### src/rtl/mbus_pkg.sv
package mbus_pkg;
   typedef enum logic [2:0] {
      TS_IDLE = 3'd0,
      TS_T1   = 3'd1,
      TS_T2   = 3'd2,
      TS_T3   = 3'd3,
      TS_TW   = 3'd4,
      TS_T4   = 3'd5
   } tstate_e;

   typedef enum logic [1:0] {
      OP_READ  = 2'd0,
      OP_WRITE = 2'd1,
      OP_ACK   = 2'd2
   } op_e;
endpackage

### src/rtl/mbus_tseq.sv
module mbus_tseq
   import mbus_pkg::*;
(
   input  logic    clk,
   input  logic    rst_n,
   input  logic    start,
   input  op_e     op_in,
   input  logic    io_in,
   input  logic    ready,
   output tstate_e state,
   output logic    ph,
   output op_e     op,
   output logic    io,
   output logic    ack2,
   output logic    cap,
   output logic    done
);
   always_ff @(posedge clk or negedge rst_n) begin
      if (!rst_n) begin
         state <= TS_IDLE;
         ph    <= 1'b0;
         op    <= OP_READ;
         io    <= 1'b0;
         ack2  <= 1'b0;
      end else if (state == TS_IDLE) begin
         if (start) begin
            state <= TS_T1;
            op    <= op_in;
            io    <= io_in;
            ack2  <= 1'b0;
         end
      end else begin
         ph <= ~ph;
         if (ph) begin
            case (state)
               TS_T1:        state <= TS_T2;
               TS_T2:        state <= TS_T3;
               TS_T3, TS_TW: state <= ready ? TS_T4 : TS_TW;
               TS_T4: begin
                  if (op == OP_ACK && !ack2) begin
                     state <= TS_T1;
                     ack2  <= 1'b1;
                  end else begin
                     state <= TS_IDLE;
                  end
               end
               default:      state <= TS_IDLE;
            endcase
         end
      end
   end

   // ready counts only in the closing clock of T3 or a wait state
   assign cap  = ph && (state == TS_T3 || state == TS_TW) && ready;
   assign done = ph && (state == TS_T4) && (op != OP_ACK || ack2);
endmodule

### src/rtl/mbus_strobe.sv
module mbus_strobe
   import mbus_pkg::*;
#(
   parameter bit RD_LATE = 1'b1
)(
   input  tstate_e state,
   input  logic    ph,
   input  op_e     op,
   input  logic    io,
   output logic    ale,
   output logic    io_sel,
   output logic    rd_n,
   output logic    wr_n,
   output logic    inta_n,
   output logic    dt_r,
   output logic    den_n,
   output logic    busy
);
   logic act, mid, t4a, rstb, is_wr;

   assign act   = (state != TS_IDLE);
   assign mid   = (state == TS_T2) || (state == TS_T3) || (state == TS_TW);
   assign t4a   = (state == TS_T4) && !ph;
   assign is_wr = (op == OP_WRITE);

   generate
      if (RD_LATE) begin : g_rd_late
         assign rstb = (state == TS_T2 && ph) || state == TS_T3 || state == TS_TW;
      end else begin : g_rd_early
         assign rstb = mid;
      end
   endgenerate

   assign ale    = (state == TS_T1);
   assign busy   = act;
   assign io_sel = act && (io || op == OP_ACK);
   assign wr_n   = !(act && is_wr && mid);
   assign rd_n   = !(act && op == OP_READ && rstb);
   assign inta_n = !(act && op == OP_ACK && rstb);
   assign dt_r   = !(act && !is_wr);
   assign den_n  = !(act && ((is_wr ? mid : rstb) || t4a));
endmodule

### src/rtl/mbus_lanes.sv
module mbus_lanes
   import mbus_pkg::*;
#(
   parameter int ADDR_W    = 20,
   parameter int DATA_W    = 16,
   parameter int TYPE_W    = 8,
   parameter int VEC_SHIFT = 2
)(
   input  logic                        clk,
   input  logic                        rst_n,
   input  logic                        load,
   input  op_e                         op_in,
   input  logic [ADDR_W-1:0]           addr,
   input  logic [DATA_W-1:0]           wdata,
   input  logic                        byte_in,
   input  tstate_e                     state,
   input  logic                        ph,
   input  op_e                         op,
   input  logic                        ack2,
   input  logic                        cap,
   input  logic [DATA_W-1:0]           ad_in,
   output logic [DATA_W-1:0]           ad_out,
   output logic                        ad_oe,
   output logic [ADDR_W-DATA_W-1:0]    a_hi,
   output logic                        bhe_n,
   output logic [DATA_W-1:0]           rdata,
   output logic [TYPE_W+VEC_SHIFT-1:0] vec_ptr
);
   localparam int BYTE_W = DATA_W / 2;

   logic [ADDR_W-1:0] a_l;
   logic [DATA_W-1:0] w_l, lane_w, lane_r;
   logic              byte_l, odd, whole, act, wr_data_ph;

   always_ff @(posedge clk or negedge rst_n) begin
      if (!rst_n) begin
         a_l    <= '0;
         w_l    <= '0;
         byte_l <= 1'b0;
      end else if (load && op_in != OP_ACK) begin
         a_l    <= addr;
         w_l    <= wdata;
         byte_l <= byte_in;
      end
   end

   assign odd   = a_l[0];
   assign whole = !byte_l && !odd;
   assign act   = (state != TS_IDLE);

   assign lane_w = whole ? w_l :
                   odd   ? {w_l[BYTE_W-1:0], {BYTE_W{1'b0}}} :
                           {{BYTE_W{1'b0}}, w_l[BYTE_W-1:0]};
   assign lane_r = whole ? ad_in :
                   odd   ? {{BYTE_W{1'b0}}, ad_in[DATA_W-1:BYTE_W]} :
                           {{BYTE_W{1'b0}}, ad_in[BYTE_W-1:0]};

   assign wr_data_ph = act && op == OP_WRITE && state != TS_T1;
   assign ad_out     = wr_data_ph ? lane_w : a_l[DATA_W-1:0];
   assign ad_oe      = (state == TS_T1 && op != OP_ACK) ||
                       (op == OP_WRITE && (state inside {TS_T2, TS_T3, TS_TW} ||
                                           (state == TS_T4 && !ph)));
   assign a_hi       = a_l[ADDR_W-1:DATA_W];
   assign bhe_n      = !(act && op != OP_ACK && (whole || odd));

   always_ff @(posedge clk or negedge rst_n) begin
      if (!rst_n) begin
         rdata   <= '0;
         vec_ptr <= '0;
      end else if (cap) begin
         if (op == OP_READ)
            rdata <= lane_r;
         if (op == OP_ACK && ack2)
            vec_ptr <= {ad_in[TYPE_W-1:0], {VEC_SHIFT{1'b0}}};
      end
   end
endmodule

### src/rtl/mbus_seq.sv
module mbus_seq
   import mbus_pkg::*;
#(
   parameter int ADDR_W    = 20,
   parameter int DATA_W    = 16,
   parameter int TYPE_W    = 8,
   parameter int VEC_SHIFT = 2,
   parameter bit RD_LATE   = 1'b1
)(
   input  logic                        clk,
   input  logic                        rst_n,
   input  logic                        req_start,
   input  logic [1:0]                  req_op,
   input  logic                        req_io,
   input  logic [ADDR_W-1:0]           req_addr,
   input  logic [DATA_W-1:0]           req_wdata,
   input  logic                        req_byte,
   input  logic                        ready,
   input  logic [DATA_W-1:0]           ad_in,
   output logic [DATA_W-1:0]           ad_out,
   output logic                        ad_oe,
   output logic [ADDR_W-DATA_W-1:0]    a_hi,
   output logic                        ale,
   output logic                        io_sel,
   output logic                        bhe_n,
   output logic                        rd_n,
   output logic                        wr_n,
   output logic                        inta_n,
   output logic                        dt_r,
   output logic                        den_n,
   output logic                        busy,
   output logic                        done,
   output logic [DATA_W-1:0]           rdata,
   output logic [TYPE_W+VEC_SHIFT-1:0] vec_ptr
);
   generate
      if (ADDR_W <= DATA_W) begin : g_bad_addr
         $error("mbus_seq: ADDR_W must exceed DATA_W");
      end
      if (DATA_W % 2 != 0) begin : g_bad_data
         $error("mbus_seq: DATA_W must hold two whole bytes");
      end
      if (TYPE_W > DATA_W / 2) begin : g_bad_type
         $error("mbus_seq: TYPE_W must fit the low lane");
      end
   endgenerate

   tstate_e state;
   op_e     op, op_in;
   logic    ph, io, ack2, cap, start;

   assign op_in = op_e'(req_op);
   assign start = req_start && (state == TS_IDLE) && (req_op != 2'd3);

   mbus_tseq u_tseq (
      .clk   (clk),
      .rst_n (rst_n),
      .start (start),
      .op_in (op_in),
      .io_in (req_io),
      .ready (ready),
      .state (state),
      .ph    (ph),
      .op    (op),
      .io    (io),
      .ack2  (ack2),
      .cap   (cap),
      .done  (done)
   );

   mbus_strobe #(.RD_LATE(RD_LATE)) u_strobe (
      .state  (state),
      .ph     (ph),
      .op     (op),
      .io     (io),
      .ale    (ale),
      .io_sel (io_sel),
      .rd_n   (rd_n),
      .wr_n   (wr_n),
      .inta_n (inta_n),
      .dt_r   (dt_r),
      .den_n  (den_n),
      .busy   (busy)
   );

   mbus_lanes #(
      .ADDR_W    (ADDR_W),
      .DATA_W    (DATA_W),
      .TYPE_W    (TYPE_W),
      .VEC_SHIFT (VEC_SHIFT)
   ) u_lanes (
      .clk     (clk),
      .rst_n   (rst_n),
      .load    (start),
      .op_in   (op_in),
      .addr    (req_addr),
      .wdata   (req_wdata),
      .byte_in (req_byte),
      .state   (state),
      .ph      (ph),
      .op      (op),
      .ack2    (ack2),
      .cap     (cap),
      .ad_in   (ad_in),
      .ad_out  (ad_out),
      .ad_oe   (ad_oe),
      .a_hi    (a_hi),
      .bhe_n   (bhe_n),
      .rdata   (rdata),
      .vec_ptr (vec_ptr)
   );
endmodule

### config.mk
export PLATFORM = sky130hd
export DESIGN_NAME = mbus_seq
export DESIGN_NICKNAME = d
export VERILOG_FILES = /design/src/rtl/mbus_pkg.sv /design/src/rtl/mbus_tseq.sv /design/src/rtl/mbus_strobe.sv /design/src/rtl/mbus_lanes.sv /design/src/rtl/mbus_seq.sv
export SDC_FILE = /design/constraint.sdc
export NUM_CORES = 1
export LEC_CHECK = 0
export ABC_AREA = 0
export BUFFER_PORTS_ARGS = -buffer_cell sky130_fd_sc_hd__buf_2
export CAP_MARGIN = 25
export CORE_UTILIZATION = 54
export DETAILED_ROUTE_END_ITERATION = 10
export PLACE_DENSITY = 0.89
export SYNTH_ARGS = -nofsm -noshare
export SYNTH_HDL_FRONTEND = slang
export SYNTH_SLANG_ARGS = --single-unit
### constraint.sdc
create_clock -name clk -period 3.8 [get_ports clk]
set_input_delay 0.57 -clock clk [delete_from_list [all_inputs] [get_ports clk]]
set_output_delay 0.57 -clock clk [all_outputs]
set_load 0.02 [all_outputs]
# Yosys cells after proc, flatten, opt, wreduce, memory -nomap -nowiden
# Cells that the tools add are included.
# word_totals
out_inout_bits,57
ff_bits,69
in_bits,60
elab_cells,101
# op_classes
eq_ne,12
reduce_logical,61
bitwise,1
mux,17
# ops
op,count
16-bit 2-to-1 mux,4
1-bit logical AND,26
3-bit case mux with 4 select lines,1
1-bit logical NOT,11
1-bit logical OR,11
3-bit 2-to-1 mux,3
1-bit 2-to-1 mux,8
8-bit 2-to-1 mux,1
2-bit AND reduction,4
3-bit by 2-bit == test with 1-bit output (second input constant),2
3-bit == test (second input constant),2
2-bit inequality test (second input constant),3
2-bit nonzero test,3
3-bit nonzero test,2
4-bit AND reduction,1
3-bit by 1-bit == test with 1-bit output (second input constant),1
3-bit logical NOT,1
3-bit by 1-bit inequality test with 1-bit output (second input constant),1
2-bit by 1-bit == test with 1-bit output (second input constant),1
2-bit == test (second input constant),1
2-bit logical NOT,1
2-bit by 1-bit inequality test with 1-bit output (second input constant),1
2-bit OR reduction,1
1-bit NOT,1

# Logic depth before layout (Yosys ltp)
# logic_depth
word_depth,8
mapped_depth,7
mapped_depth_nobuf,4

# By module
# From an unflattened synthesis, not the netlist that was laid out.
# unflattened
hier_cells,294
hier_area_um2,3527.1
# modules_own_cells
module,seq_area_each_um2,n_inst,cells_each,area_each_um2
mbus_lanes,1526.5,1,230,2932.8
mbus_tseq,200.2,1,45,475.5
mbus_strobe,0.0,1,17,103.8
mbus_seq,0.0,1,2,15.0

# Least setup slack after synthesis
# No wires, ideal clock.
# synth_timing
kind,reg-to-output
start,reg u_lanes.a_l[0]
end,out ad_out[13]
path_buffers,2
path_stages_with_launch,6
t_arrival_ns,1.432
t_required_ns,3.230
path_slack_ns,1.798
path_cell_list,dfrtp_1 > buf_2 > nor2_1 > buf_2 > a221oi_2 > nor2_1
# synth_via
elab_chain_len,4
elab_cells_between_ends,5
cone_classes,3 x mux; 2 x reduce/logical
# synth_lines
item,line_no,text
from (decl),mbus_lanes.sv:31,logic [ADDR_W-1:0] a_l;
from (signal assigned),mbus_lanes.sv:41,a_l <= addr;
1-bit logical NOT,mbus_lanes.sv:48,assign whole = !byte_l && !odd;
1-bit logical AND,mbus_lanes.sv:48,
16-bit 2-to-1 mux *,mbus_lanes.sv:51,assign lane_w = whole ? w_l :
16-bit 2-to-1 mux *,mbus_lanes.sv:59,assign ad_out = wr_data_ph ? lane_w : a_l[DATA_W-1:0];
to (decl),mbus_seq.sv:20,"output logic [DATA_W-1:0] ad_out,"
# Every way passes the cells marked *; elsewhere a longest branch is shown, timed or not.

# Worst setup path in the final report
# layout_timing
start,reg u_tseq.op[1]
end,out ad_out[10]
# layout_via
elab_chain_len,4
# layout_lines
item,line_no,text
from (decl),mbus_tseq.sv:12,"output op_e op,"
from (signal assigned),mbus_tseq.sv:28,op <= op_in;
2-bit by 1-bit == test with 1-bit output,mbus_lanes.sv:58,assign wr_data_ph = act && op == OP_WRITE && state != TS_T1;
1-bit logical AND (2 in series),mbus_lanes.sv:58,
16-bit 2-to-1 mux,mbus_lanes.sv:59,
# No other way between the ends.

==> run metrics <==
status finished clean; Routed WL 7696 um; drt first-iter violations 167; average wire per standard cell 15.97 um; Seq cells post-synth ~70; CTS clk-pin slew, worst paths roughly 0.070 ns; max incr delay on CP about 0.47 ns; TritonCTS buffer count 9; fin crit period approximately 2.7 ns; Avg Inst Size Synth roughly 12 um^2; worst skew pair latency roughly 0.34 ns; Boundary Pins roughly 120; Hold Buf Count CTS 0; vias in the first global route 2524; Final Wtd Congestion between 0.9 and 1; PostCTS Resize Cnt 0; drt first pass iters 4; core box area about 6000 um^2; RSZ-0062 raised after global routing no; Cell variety after synth 46; first-pass GRT wire length around 12000 um; Via density about 5.4; CTS tree yes; Antenna Cells 0; Netlist Area Pre-Place 3422 um^2; # port buffers about 110; clk root buf clkbuf_8; Pwr Density approximately 910 nW/um^2; Rows 28; Final setup viols 0; Antenna Violating Nets Remaining 0; layout cells sized above 1 between 40 and 50%; Post-synth EDFFs 0; Main synth FF type dfrtp_1; Rel. slew slack between 40 and 50%; slowest stage cell, crit path or2_1; Final Hold Fails 0; final core occ between 60% and 70%; Hold Path Class in2async; area of the die between 6000 and 7000 um^2; Clock Skews between 0.008 and 0.009 ns; Congestion Overflow GR 0; Syn Inst Count ~300; CTS H-tree depth 3; initial antenna violation count 0; Post-synth ARST share between 90% and 100%; Crit. End Element primary output; CTS sink cnt 69; cell-by-cell trace of the critical path nand2b_1 > or2_1 > a221oi_1 > nor2_1 > buf_2; post-route setup TNS 0 ns; die span in x 81.61 um; crit path kind reg2out; crit path launch type flop; Yosys Warn Count 0; Filler Cells Inserted about 460; worst vdd ir roughly 0.50 mV; Area Growth Syn to Fin 20.29%; Least-Margin Pin Slew between 0.8 and 0.9 ns; drt drc 0; initial cell density of the core a little under three fifths; Global Route Usage Sum between 20 and 25%; fmax between 300 and 400 MHz; final net count approximately 460; largest net degree at the start of global routing 42; CP Data Required Time about 3.2 ns; Slew Viols, Final 0; sequential area share after synthesis roughly half; setup bufs post-CTS 0; height of the die between 80 and 90 um; Worst Path Arrival about 2.1 ns; largest buffer count on any clock path 2; CP Max Fanout 16; hpwl dp around 5600 um; vias ~2600; Period Utilization, post-route 70.24%; P_leak between 2 and 2.5 nW; max_cap viols 0
-- power by group --
part           leakage, nW  switching [mW]  internal [mW]
Sequential           0.866           0.297           1.09
Combinational         1.14            1.08          0.785
Clock               0.0812           0.264          0.249
-- placed cells by master, fill, tap and decap left out, drive strengths merged --
master / instances
o22a: 2
o2111ai: 1
nand2b: 5
a311oi: 2
mux2i: 8
o21a: 1
nor2b: 2
o2bb2ai: 1
o21bai: 1
a21oi: 5
mux2: 47
buf: 119
clkinv: 2
nand2: 48
a221oi: 8
clkbuf: 11
conb: 2
or2: 1
nor3b: 1
and2b: 1
and3b: 1
a31oi: 1
or3: 1
nand4: 1
o2111a: 1
inv: 3
nor2: 24
o22ai: 2
xor2: 1
nand3: 3
clkinvlp: 2
and2: 1
o21ai: 21
dfrtp: 69
nand3b: 8
-- path summary, 6_finish.rpt --
kind	start	to	slack, ns	depth (start not counted)
setup reg to reg	u_tseq.state[1]$_DFFE_PN0P_	u_lanes.a_l[4]$_DFFE_PN0P_	1.43	5
max in group asynchronous	rst_n	u_lanes.a_l[19]$_DFFE_PN0P_	2.54	2
hold / removal	rst_n	u_lanes.vec_ptr[6]$_DFFE_PN0P_	0.34	1
min in group clk	req_wdata[9]	u_lanes.w_l[9]$_DFFE_PN0P_	0.45	2
setup / recovery	u_tseq.op[1]$_DFFE_PN0P_	ad_out[10]	1.13	5
hold reg to reg	u_lanes.rdata[12]$_DFFE_PN0P_	u_lanes.rdata[12]$_DFFE_PN0P_	0.48	2
-- routing by layer --
layer / share of wire [%] / wire (um) / track usage (%)
met5: 0 / 0 / 0
met4: 3.0 / 228 / 13.68
met3: 4.6 / 351 / 3.222
met2: 49 / 3808 / 39.75
met1: 43 / 3307 / 32.32
-- per-stage QoR --
stage / instances / hold WS (ns) / power (mW) / area (um^2) / setup slack (ns)
6_report: 482 / 0.3395 / 3.758 / 4116 / 1.131
5_1_grt: 482 / 0.4127 / 4.011 / 4116 / 0.9486
4_1_cts: 482 / 0.3766 / 3.781 / 4116 / 1.116
3_5_place_dp: 467 / 0.4641 / 3.255 / 3950 / 1.445
3_3_place_gp: 466 / 0.4606 / 3.176 / 3935 / 1.501
2_1_floorplan: 298 / 0.2744 / 2.726 / 3426 / 1.798
-- sequential cells by signal (all words and copies together) (netlist names) --
register / count
u_lanes.vec_ptr: 8
u_tseq.ack2: 1
u_tseq.io: 1
u_lanes.a_l: 20
u_lanes.w_l: 16
u_lanes.rdata: 16
u_tseq.op: 2
u_lanes.byte_l: 1
u_tseq.ph: 1
u_tseq.state: 3
-- cell families (layout without fill, tap and decap cells) --
family | Yosys count | in the layout | synth area share, %
DFF | 69 | 69 | 50.46
AOI/OAI and AO/OA | 46 | 46 | 9.068
xor gates and xnor gates | 1 | 1 | 0.2560
buffers and inverters | 28 | 137 | 5.923
other | 1 | 2 | 0.1096
and+or+nand+nor | 97 | 97 | 14.30
muxes | 55 | 55 | 19.89
-- Yosys cell counts (2+ instances only) --
master | instances | share of area [%]
a21oi_1 | 5 | 0.73
a221oi_1 | 6 | 1.5
a221oi_2 | 2 | 0.88
a311oi_1 | 2 | 0.51
buf_12 | 2 | 1.2
buf_2 | 5 | 0.73
buf_4 | 7 | 1.5
buf_6 | 4 | 1.3
clkbuf_1 | 4 | 0.44
clkbuf_2 | 2 | 0.29
dfrtp_1 | 69 | 50
inv_1 | 3 | 0.33
mux2_1 | 8 | 2.6
mux2_2 | 20 | 6.6
mux2_4 | 19 | 8.3
mux2i_1 | 8 | 2.3
nand2_1 | 48 | 5.3
nand2b_1 | 5 | 0.91
nand3_1 | 3 | 0.44
nand3b_1 | 7 | 1.5
nor2_1 | 20 | 2.2
nor2_4 | 2 | 0.66
nor2b_1 | 2 | 0.37
o21ai_0 | 6 | 0.88
o21ai_1 | 15 | 2.2
o22a_1 | 2 | 0.51
o22ai_1 | 2 | 0.37
-- worst max-delay path, delay by kind of cell, from the launching register on --
kind | cells | cell delay, ns
buf+inv | 1 | 0.16
flops | 1 | 0.45
compound gates | 1 | 0.36
simple gates | 3 | 0.79
-- layout make-up --
cell class              instances  area [um^2]  share of cell area (%)
clock buffers                  11        141.4                   3.435
clock inverters                 4        25.02                  0.6079
inverters                       3        11.26                  0.2736
multi-input cells             201         1503                   36.50
flip-flops and latches         69         1727                   41.95
well taps                      75        93.84                   2.280
repair buffers                119        615.6                   14.95
(Power assumes the default switching activity.)
